--- config.mk ---
export PLATFORM = sky130hd
export DESIGN_NAME = gpio_edge_port
export DESIGN_NICKNAME = d
export VERILOG_FILES = /design/src/rtl/gpio_pkg.sv /design/src/rtl/gpio_in_sync.sv /design/src/rtl/gpio_evt_reg.sv /design/src/rtl/gpio_cfg_regs.sv /design/src/rtl/gpio_edge_port.sv
export SDC_FILE = /design/constraint.sdc
export NUM_CORES = 1
export LEC_CHECK = 0
export BUFFER_PORTS_ARGS = -buffer_cell sky130_fd_sc_hd__buf_2
export CAP_MARGIN = 20
export CORE_MARGIN = 10
export CORE_UTILIZATION = 40
export DETAILED_ROUTE_END_ITERATION = 7
export SYNTH_ARGS = -nofsm -noshare
export SYNTH_HDL_FRONTEND = slang
export SYNTH_SLANG_ARGS = --single-unit
--- constraint.sdc ---
create_clock -name clk -period 2.8 [get_ports clk]
set_clock_uncertainty 0.1 [all_clocks]
set_input_delay 0.28 -clock clk [delete_from_list [all_inputs] [get_ports clk]]
set_output_delay 0.28 -clock clk [all_outputs]
set_load 0.005 [all_outputs]
--- src/rtl/gpio_pkg.sv ---
package gpio_pkg;
  localparam int unsigned REG_COUNT = 5;

  typedef enum logic [2:0] {
    SEL_DIR  = 3'd0,
    SEL_IEN  = 3'd1,
    SEL_RISE = 3'd2,
    SEL_FALL = 3'd3,
    SEL_VAL  = 3'd4,
    SEL_NONE = 3'd7
  } reg_sel_e;

  function automatic reg_sel_e decode_sel(input logic [1:0] low, input int unsigned word);
    reg_sel_e s;
    if (low != 2'b00 || word >= REG_COUNT) s = SEL_NONE;
    else                                  s = reg_sel_e'(word[2:0]);
    return s;
  endfunction
endpackage

--- src/rtl/gpio_in_sync.sv ---
module gpio_in_sync #(
  parameter int unsigned NPINS  = 32,
  parameter int unsigned STAGES = 2
) (
  input  logic             clk,
  input  logic             rst,
  input  logic [NPINS-1:0] raw_in,
  output logic [NPINS-1:0] level,
  output logic [NPINS-1:0] level_prev
);
  logic [NPINS-1:0] chain [STAGES];

  genvar g;
  generate
    for (g = 0; g < STAGES; g++) begin : g_stage
      if (g == 0) begin : g_first
        always_ff @(posedge clk) begin
          if (rst) chain[g] <= '0;
          else     chain[g] <= raw_in;
        end
      end else begin : g_next
        always_ff @(posedge clk) begin
          if (rst) chain[g] <= '0;
          else     chain[g] <= chain[g-1];
        end
      end
    end
  endgenerate

  always_ff @(posedge clk) begin
    if (rst) level_prev <= '0;
    else     level_prev <= chain[STAGES-1];
  end

  assign level = chain[STAGES-1];
endmodule

--- src/rtl/gpio_evt_reg.sv ---
module gpio_evt_reg #(
  parameter int unsigned NPINS = 32
) (
  input  logic             clk,
  input  logic             rst,
  input  logic [NPINS-1:0] hit,
  input  logic [NPINS-1:0] clr,
  output logic [NPINS-1:0] evt_q
);
  always_ff @(posedge clk) begin
    if (rst) evt_q <= '0;
    else     evt_q <= (evt_q & ~clr) | hit;
  end
endmodule

--- src/rtl/gpio_cfg_regs.sv ---
module gpio_cfg_regs #(
  parameter int unsigned NPINS = 32
) (
  input  logic             clk,
  input  logic             rst,
  input  logic             wr_dir,
  input  logic             wr_ien,
  input  logic             wr_val,
  input  logic [NPINS-1:0] wdata,
  output logic [NPINS-1:0] dir_q,
  output logic [NPINS-1:0] ien_q,
  output logic [NPINS-1:0] out_q
);
  always_ff @(posedge clk) begin
    if (rst) begin
      dir_q <= '1;
      ien_q <= '0;
      out_q <= '0;
    end else begin
      if (wr_dir) dir_q <= wdata;
      if (wr_ien) ien_q <= wdata;
      if (wr_val) out_q <= (out_q & dir_q) | (wdata & ~dir_q);
    end
  end
endmodule

--- src/rtl/gpio_edge_port.sv ---
module gpio_edge_port
  import gpio_pkg::*;
#(
  parameter int unsigned NPINS  = 32,
  parameter int unsigned ADDR_W = 8,
  parameter int unsigned STAGES = 2
) (
  input  logic              clk,
  input  logic              rst,
  input  logic [ADDR_W-1:0] bus_addr,
  input  logic              bus_we,
  input  logic [NPINS-1:0]  bus_wdata,
  output logic [NPINS-1:0]  bus_rdata,
  input  logic [NPINS-1:0]  pin_in,
  output logic [NPINS-1:0]  pin_out,
  output logic [NPINS-1:0]  pin_dir,
  output logic              irq
);
  localparam int unsigned WORD_W = ADDR_W - 2;

  reg_sel_e         sel;
  logic [NPINS-1:0] dir_q, ien_q, out_q;
  logic [NPINS-1:0] lvl, lvl_prev;
  logic [NPINS-1:0] rise_hit, fall_hit;
  logic [NPINS-1:0] rise_q, fall_q;
  logic [NPINS-1:0] rise_clr, fall_clr;
  logic [NPINS-1:0] val_view;
  logic [WORD_W-1:0] word_idx;

  assign word_idx = bus_addr[ADDR_W-1:2];
  assign sel      = decode_sel(bus_addr[1:0], int'(word_idx));

  gpio_cfg_regs #(.NPINS(NPINS)) cfg_i (
    .clk   (clk),
    .rst   (rst),
    .wr_dir(bus_we && sel == SEL_DIR),
    .wr_ien(bus_we && sel == SEL_IEN),
    .wr_val(bus_we && sel == SEL_VAL),
    .wdata (bus_wdata),
    .dir_q (dir_q),
    .ien_q (ien_q),
    .out_q (out_q)
  );

  gpio_in_sync #(.NPINS(NPINS), .STAGES(STAGES)) sync_i (
    .clk       (clk),
    .rst       (rst),
    .raw_in    (pin_in),
    .level     (lvl),
    .level_prev(lvl_prev)
  );

  assign rise_hit = lvl & ~lvl_prev & dir_q;
  assign fall_hit = ~lvl & lvl_prev & dir_q;
  assign rise_clr = (bus_we && sel == SEL_RISE) ? bus_wdata : '0;
  assign fall_clr = (bus_we && sel == SEL_FALL) ? bus_wdata : '0;

  gpio_evt_reg #(.NPINS(NPINS)) rise_i (
    .clk(clk), .rst(rst), .hit(rise_hit), .clr(rise_clr), .evt_q(rise_q)
  );

  gpio_evt_reg #(.NPINS(NPINS)) fall_i (
    .clk(clk), .rst(rst), .hit(fall_hit), .clr(fall_clr), .evt_q(fall_q)
  );

  assign val_view = (lvl & dir_q) | (out_q & ~dir_q);

  always_ff @(posedge clk) begin
    if (rst) begin
      bus_rdata <= '0;
      irq       <= 1'b0;
    end else begin
      irq <= |(ien_q & (rise_q | fall_q));
      unique case (sel)
        SEL_DIR:  bus_rdata <= dir_q;
        SEL_IEN:  bus_rdata <= ien_q;
        SEL_RISE: bus_rdata <= rise_q;
        SEL_FALL: bus_rdata <= fall_q;
        SEL_VAL:  bus_rdata <= val_view;
        default:  bus_rdata <= '0;
      endcase
    end
  end

  assign pin_out = out_q;
  assign pin_dir = dir_q;
endmodule

---- After elaboration in Yosys (flattened, before gate mapping) ----
Memory sizes are Yosys's and may differ from the RTL's.
Cells that the tools add are included.
operators by class
  $lt $le $gt $ge ......................... 1
  equal/unequal tests ..................... 4
  multiplexer cells ....................... 9
  bitwise operators ....................... 23
  reductions and logical operators ........ 9
operator list
  operator              number
  $and A32 B32 Y32      11
  $not A32 Y32          5
  $or A32 B32 Y32       5
  $pmux W32 S5          1
  $mux W32              4
  $reduce_or A32 Y1     1
  $eq A3 B2 Y1 const B  2
  $ge A6 B3 Y1 const B  1
  $logic_and A1 B1 Y1   5
  $eq A3 B1 Y1 const B  1
  $eq A3 B3 Y1 const B  1
  $logic_not A3 Y1      1
  $mux W1               3
  $mux W3               1
  $or A1 B1 Y1          2
  $reduce_bool A2 Y1    1
  $logic_or A1 B1 Y1    1
word-level totals
  bits in registers ....................... 225
  RAM bits ................................ 64
  input port bits ......................... 75
  output and inout port bits .............. 97
  word-level logic and storage cells ...... 55
  memories ................................ 1
memories
  name          words  width  rd ports  clocked after memory_dff  wr ports  RTL line            RTL
  sync_i.chain  2      32     2         0                         2         gpio_in_sync.sv:11  logic [NPINS-1:0] chain [STAGES];

---- Longest topological paths before layout ----
Gate-level depths: netlist of run 1.
  depth after elaboration ................. 9
  depth in mapped cells ................... 8
  gate-level depth less buffers ........... 4

---- Hierarchy ----
A second synthesis of run 1 with hierarchy kept.
unflattened totals
  cells, all modules ...................... 1,413
  area, all modules ....................... 12,620.9 um^2
modules (own cells, without submodules)
  module          times used  cells an instance  area an instance (um^2)  seq. area each (um^2)
  gpio_cfg_regs   1           384                4,002.6                  1,921.8
  gpio_edge_port  1           565                3,708.6                  660.6
  gpio_in_sync    1           202                2,600.0                  1,921.8
  gpio_evt_reg    2           131                1,154.9                  640.6

---- Worst setup path before layout of run 1 ----
No wires, ideal clock.
  kind .................................... input to register
  start ................................... input bus_we
  end ..................................... register cfg_i.dir_q[10]
  library setup time ...................... 120 ps
  arrival ................................. 1,421 ps
  required time ........................... 2,580 ps
  slack ................................... 1,159 ps
  stages .................................. 4
  path buffers ............................ 1
  path through ............................ nor2b_1 nand4_1 clkbuf_1 a211o_1
on the way
  longest elaborated chain between the ends .. 1
ends and longest elaborated chain
  item                  RTL line              RTL
  start, declared       gpio_edge_port.sv:11  input logic bus_we,
  $logic_and A1 B1 Y1   gpio_edge_port.sv:36  .wr_dir(bus_we && sel == SEL_DIR),
  end signal, assigned  gpio_cfg_regs.sv:20   if (wr_dir) dir_q <= wdata;
  end, declared         gpio_cfg_regs.sv:10   output logic [NPINS-1:0] dir_q,
Every way passes these cells.
A chain may end at the register's enable or synchronous reset.

---- Worst setup path in the final report of run 1 ----
  start ................................... input bus_addr[2]
  end ..................................... register cfg_i.dir_q[10]
on the way
  longest elaborated chain between the ends .. 5
ends and longest elaborated chain
  item                   RTL line              RTL
  start, declared        gpio_edge_port.sv:10  input logic [ADDR_W-1:0] bus_addr,
  $ge A6 B3 Y1           gpio_pkg.sv:15        if (low != 2'b00 || word >= REG_COUNT) s = SEL_NONE;
  $logic_or A1 B1 Y1     gpio_pkg.sv:15
  $mux W3 *              gpio_pkg.sv:15
  $logic_not A3 Y1 *     gpio_edge_port.sv:36
  $logic_and A1 B1 Y1 *  gpio_edge_port.sv:36
Every way passes the cells marked *; elsewhere a longest branch is shown, timed or not.

==> results of run 1 <==
## synthesized netlist by cell type
| library cell | instances | share of area [%] |
|---|---|---|
| dfxtp_1 | 289 | 52 |
| a21oi_1 | 161 | 7.2 |
| o21ai_0 | 129 | 5.8 |
| nor2b_1 | 100 | 5.6 |
| nand2_1 | 96 | 3.2 |
| nand3b_1 | 64 | 4.3 |
| clkbuf_1 | 61 | 2.1 |
| nor2_1 | 34 | 1.1 |
| inv_1 | 33 | 1.1 |
| a211o_1 | 32 | 2.5 |
| a22oi_1 | 32 | 2.2 |
| mux2_2 | 32 | 3.2 |
| mux2i_1 | 32 | 2.9 |
| o2bb2ai_1 | 32 | 2.5 |
| or3_1 | 32 | 1.8 |
| nand4_1 | 12 | 0.67 |
| buf_2 | 10 | 0.45 |
| buf_1 | 3 | 0.10 |
| buf_4 | 3 | 0.20 |
| clkbuf_2 | 3 | 0.13 |
| nor4_1 | 2 | 0.11 |
| and2_1 | 1 | 0.056 |
| and3_1 | 1 | 0.056 |
| and4_1 | 1 | 0.078 |
| and4bb_1 | 1 | 0.11 |
| nand2b_1 | 1 | 0.056 |
| nand4b_1 | 1 | 0.078 |
| nand4b_4 | 1 | 0.21 |
| nor3_2 | 1 | 0.090 |
| nor3b_2 | 1 | 0.11 |
| nor4_4 | 1 | 0.19 |
## cell type report
| cell class | instances | area, µm² | share of cell area [%] |
|---|---|---|---|
| timing repair buffer | 261 | 1750 | 12.4 |
| inverter | 33 | 124 | 0.879 |
| clock buffer | 46 | 922 | 6.54 |
| clock inverter | 7 | 85.1 | 0.604 |
| tap | 378 | 473 | 3.36 |
| sequential | 289 | 5790 | 41.1 |
| multi-input combinational | 800 | 4950 | 35.1 |
| antenna | 1 | 2.50 | 0.0178 |
## stage by stage
| step | std cells | utilization, % | worst slack, ns | hold WS, ns | total power [W] |
|---|---|---|---|---|---|
| 2_1_floorplan | 1202 | - | 1.16 | 0.308 | 0.00458 |
| 3_3_place_gp | 1697 | 45.0 | 0.581 | 0.318 | 0.00473 |
| 3_5_place_dp | 1697 | 45.0 | 0.569 | 0.321 | 0.00474 |
| 4_1_cts | 1814 | 51.0 | 1.14 | 0.164 | 0.00882 |
| 5_1_grt | 1815 | 51.0 | 0.947 | 0.194 | 0.00907 |
| 6_report | 1815 | 51.0 | 1.09 | 0.181 | 0.00875 |
## cells by family (layout without fill, tap and decap cells)
group                  count (synthesis)  count (layout)  synth area share [%]
AND/OR/NAND/NOR                      350             350                  17.9
flip-flops                           289             289                  51.8
multiplexers                          64              64                  6.09
AO/OA/AOI/OAI                        386             386                  20.2
other                                  0               1                     0
buffers and inverters                113             347                  4.04
## worst max-delay path: stages
cell and delay (ns):
buf_2 0.22, buf_4 0.49, nor2_1 0.11, nand4_1 0.13, buf_4 0.42, nor2_1 0.09, a211o_1 0.28
## where the power goes
group | switching, W | total, W | internal, W
clock network | 0.00160 | 0.00403 | 0.00243
logic | 0.000236 | 0.000454 | 0.000218
registers | 0.0000573 | 0.00427 | 0.00421
## layout by cell type, fill, tap and decap left out, drive strengths merged
cell type	Yosys	layout
and2	1	1
dlygate4sd3	0	64
buf	16	196
or3	32	32
a22oi	32	32
clkbuf	64	47
nor3	1	1
and4bb	1	1
o21ai	129	129
mux2	32	32
mux2i	32	32
and4	1	1
a211o	32	32
nor4	3	3
nor2	34	34
nor2b	100	100
o2bb2ai	32	32
dfxtp	289	289
inv	33	33
nand2b	1	1
a21oi	161	161
nand2	96	96
clkinv	0	5
nor3b	1	1
nand4b	2	2
bufinv	0	2
nand4	12	12
diode	0	1
and3	1	1
nand3b	64	64
## metal layers
metal  global-route usage, %  up-vias  share of wire, %
met5                       0        -             0.029
met4                    5.12        2               2.1
met3                    4.57       56               7.0
met2                    28.6      305                44
met1                    25.5     4586                47
li1                        -     4666                 -
## worst paths after layout
path | startpoint | cells after the start | endpoint
setup reg to reg | fall_i.evt_q[28] | 4 | irq
hold reg to reg | sync_i.chain[0][29] | 1 | sync_i.chain[1][29]
hold / removal | rst | 2 | sync_i.chain[0][5]
setup / recovery | bus_addr[2] | 7 | cfg_i.dir_q[10]
==> metrics.cfg, run 1 <==
[run_status]
run_status = completed

[yosys]
yosysSeqAreaShare_pct = 51.8
ys_types = 31
avgSynthCellArea_um2 = 9.29
syn_inst = 1202
netlist_area_um2 = 11200
ys_ff_latch = 289
synth_warnings = 0
syn_nets = 1277

[worst_setup_path]
worst-endpoint-arrival_ns = 2.04
cp_max_fo = 40
worst_ep_required_time_ns = 3.13
r2r_setup_slack_ns = 1.17
cp-end-kind = register
start_kind = input pin
critPathKind = input pin to register

[placed_design]
place_hpwl_mm = 22.4
placed_area_um2 = 12400
portBuffers = 171
gp_congestion = 0.810

[sta]
min_period_over_period_pct = 61.2
slew_viol_final = 0
max_freq_ghz = 0.584
relSlewSlack_pct = 57.4
finalCriticalPeriod_ns = 1.71
rsz0062_at_grt = false
setup_viol = 0
fin_tns_setup_ns = 0
tightest_slew_ns = 0.639
hold_viol_final = 0

[clock_network]
cts_sinks = 289
htree_levels = 1
numCtsBuffers = 31
clockBufferDepth = 3
clk_pin_slew_worst_paths_ns = 0.06
cts-resized-gates = 0
cts_hold_buf = 64
root_buffer = clkbuf_16
cts_tree = yes
cts_setup_buffers = 0
clk_latency_ns = 0.54

[power_and_ir_drop]
ir_drop_mv = 0.530
p_leak_nw = 5.51
power_density_nw_per_um2 = 621

[route]
postRouteAntennaNets = 0
drtIter0Drc = 686
num_vias = 9615
route.detailed.drc = 0
drt-total-wl_mm = 34.0
vias_per_cell = 5.30
drt_first_pass_iters = 6
wl_per_cell_um = 18.7

[floorplan]
rows = 61
initial_core_util_pct = 40.4
die_w_um = 187
die_h_um = 187
die-area_um2 = 35000
ios = 172
core_area_um2 = 27600

[worst_hold_path]
hp-class = input pin to register

[finish]
nFillCells = 2603
area_growth_syn_to_layout_pct = 26.2
drive_gt1_share_pct = 19.7
fin_area_um2 = 14100
final_nets = 1491

[global_routing]
grt.total_usage_pct = 18.6
overflow = 0
antenna_found_initial = 2
grt_pass1_vias = 9497
grt_pass1_wl_mm = 53.7
grt_max_degree = 87

[flow_run]
drv_cap = 0

(Power assumes the default switching activity.)
==> run 2, diff against run 1 <==
Clock period 2.8 ns to 1.75 ns, I/O delays scaled along.
==> metrics.cfg, run 2 (same netlist as run 1, synthesis figures left out) <==
[route]
postRouteAntennaNets = 0  ; unchanged
wl_per_cell_um = 18.4  ; -1.7%
num_vias = 9698  ; +0.86%
drtIter0Drc = 664  ; -3.2%
drt-total-wl_mm = 34.2  ; +0.73%
route.detailed.drc = 0  ; unchanged
drt_first_pass_iters = 5  ; -1
vias_per_cell = 5.22  ; -1.5%

[floorplan]
die-area_um2 = 35000  ; unchanged
die_w_um = 187  ; unchanged
die_h_um = 187  ; unchanged
ios = 172  ; unchanged
core_area_um2 = 27600  ; unchanged
rows = 61  ; unchanged
initial_core_util_pct = 40.4  ; unchanged

[clock_network]
cts-resized-gates = 0  ; unchanged
cts_tree = yes
numCtsBuffers = 31  ; unchanged
htree_levels = 1  ; unchanged
clk_latency_ns = 0.55  ; about the same
cts_hold_buf = 68  ; +6.3%
clk_pin_slew_worst_paths_ns = 0.06  ; about the same
cts_sinks = 289  ; unchanged
root_buffer = clkbuf_16
cts_setup_buffers = 0  ; unchanged
clockBufferDepth = 3  ; unchanged

[sta]
slew_viol_final = 0  ; unchanged
finalCriticalPeriod_ns = 1.58
tightest_slew_ns = 0.549  ; -0.0908 ns
rsz0062_at_grt = false
max_freq_ghz = 0.632
hold_viol_final = 0  ; unchanged
fin_hold_ws_ns = 0.197  ; +0.0160 ns
setup_viol = 0  ; unchanged
min_period_over_period_pct = 90.4
relSlewSlack_pct = 63.0  ; +5.7 points

[worst_setup_path]
cp_max_fo = 8  ; -80%
worst_ep_required_time_ns = 2.14  ; -0.99 ns
cp-end-kind = register
worst-endpoint-arrival_ns = 1.97  ; -0.07 ns
critPathKind = input pin to register
start_kind = input pin

[finish]
final_cell_mix = 289 x dfxtp_1, 170 x buf_2, 161 x a21oi_1, 129 x o21ai_0, 99 x nor2b_1
drive_gt1_share_pct = 22.0  ; +2.3 points
area_growth_syn_to_layout_pct = 29.8
final_common_cell = dfxtp_1
final_nets = 1532  ; +2.7%

[power_and_ir_drop]
power_density_nw_per_um2 = 977  ; +57%
total_power_w = 0.0142  ; +62%
ir_drop_mv = 0.871  ; +64%
p_leak_nw = 5.76  ; +4.5%

[placed_design]
place_hpwl_mm = 23.3  ; +4.0%
portBuffers = 171  ; unchanged
gp_congestion = 0.852  ; +5.1%

[global_routing]
grt_max_degree = 59  ; -32%
antenna_found_initial = 2  ; unchanged
grt_pass1_vias = 9722  ; +2.4%
overflow = 0  ; unchanged
grt_pass1_wl_mm = 54.0  ; +0.55%
grt.total_usage_pct = 18.8  ; +0.16 points

[worst_hold_path]
hp-class = input pin to register

[run_status]
run_status = completed

[flow_run]
drv_cap = 0  ; unchanged

## run 2: changes by cell type in the layout (fill, tap and decap cells not counted)
cell / delta
buf_12: +4
buf_4: +33
clkbuf_1: -4
clkbuf_8: +2
clkinv_2: +3
clkinvlp_4: +1
diode_2: +1
dlygate4sd3_1: +4
## run 2: critical path, stage by stage
cell and delay, ns:
buf_2 0.13, nor3_2 0.22, buf_4 0.16, and4_1 0.31, buf_4 0.22, nand2_1 0.07, a21oi_1 0.13, dlygate4sd3_1 0.55
## run 2: path summary, 6_finish.rpt
path	from	endpoint	slack [ns]	depth (start not counted)
worst max-delay path	bus_addr[7]	cfg_i.ien_q[6]	0.17	8
worst min-delay path	bus_addr[7]	bus_rdata[12]	0.20	5
worst max register to register	fall_i.evt_q[4]	irq	0.19	4
worst min register to register	sync_i.chain[0][1]	sync_i.chain[1][1]	0.33	1
## run 2: routing by layer
metal  share of wire, %  track usage [%]  vias up
met5                  0                0        -
met4                1.6             4.22        0
met3                7.9             4.55       40
met2                 45             30.5      311
met1                 45             24.7     4593
li1                   -                -     4754
## run 2: where the power goes
part / switching, W / total [W] / internal [W]
Combinational: 0.000383 / 0.000773 / 0.000390
Clock: 0.00260 / 0.00657 / 0.00397
Sequential: 0.0000907 / 0.00683 / 0.00674
Total: 0.00307 / 0.0142 / 0.0111
## run 2: final cells by class
cell class / count / area (µm²)
Clock buffer: 44 / 935
Timing Repair Buffer: 302 / 2120
Clock inverter: 11 / 108
Multi-Input combinational cell: 800 / 4950
Fill cell: 2598 / 13100
Sequential cell: 289 / 5790
Inverter: 33 / 124
Antenna cell: 2 / 5.00
Tap cell: 378 / 473
## run 2: through the flow
stage / utilization (%) / std cells / TNS [ns] / area (µm²) / worst slack, ns
4_1_cts: 52.4 / 1857 / 0 / 14500 / 0.183
3_3_place_gp: 46.2 / 1734 / 0 / 12800 / 0.0291
3_5_place_dp: 46.2 / 1734 / -0.366 / 12800 / -0.0334
6_report: 52.5 / 1859 / 0 / 14500 / 0.168
5_1_grt: 52.5 / 1858 / 0 / 14500 / 0.0813
2_1_floorplan: - / 1202 / 0 / 11200 / 0.214
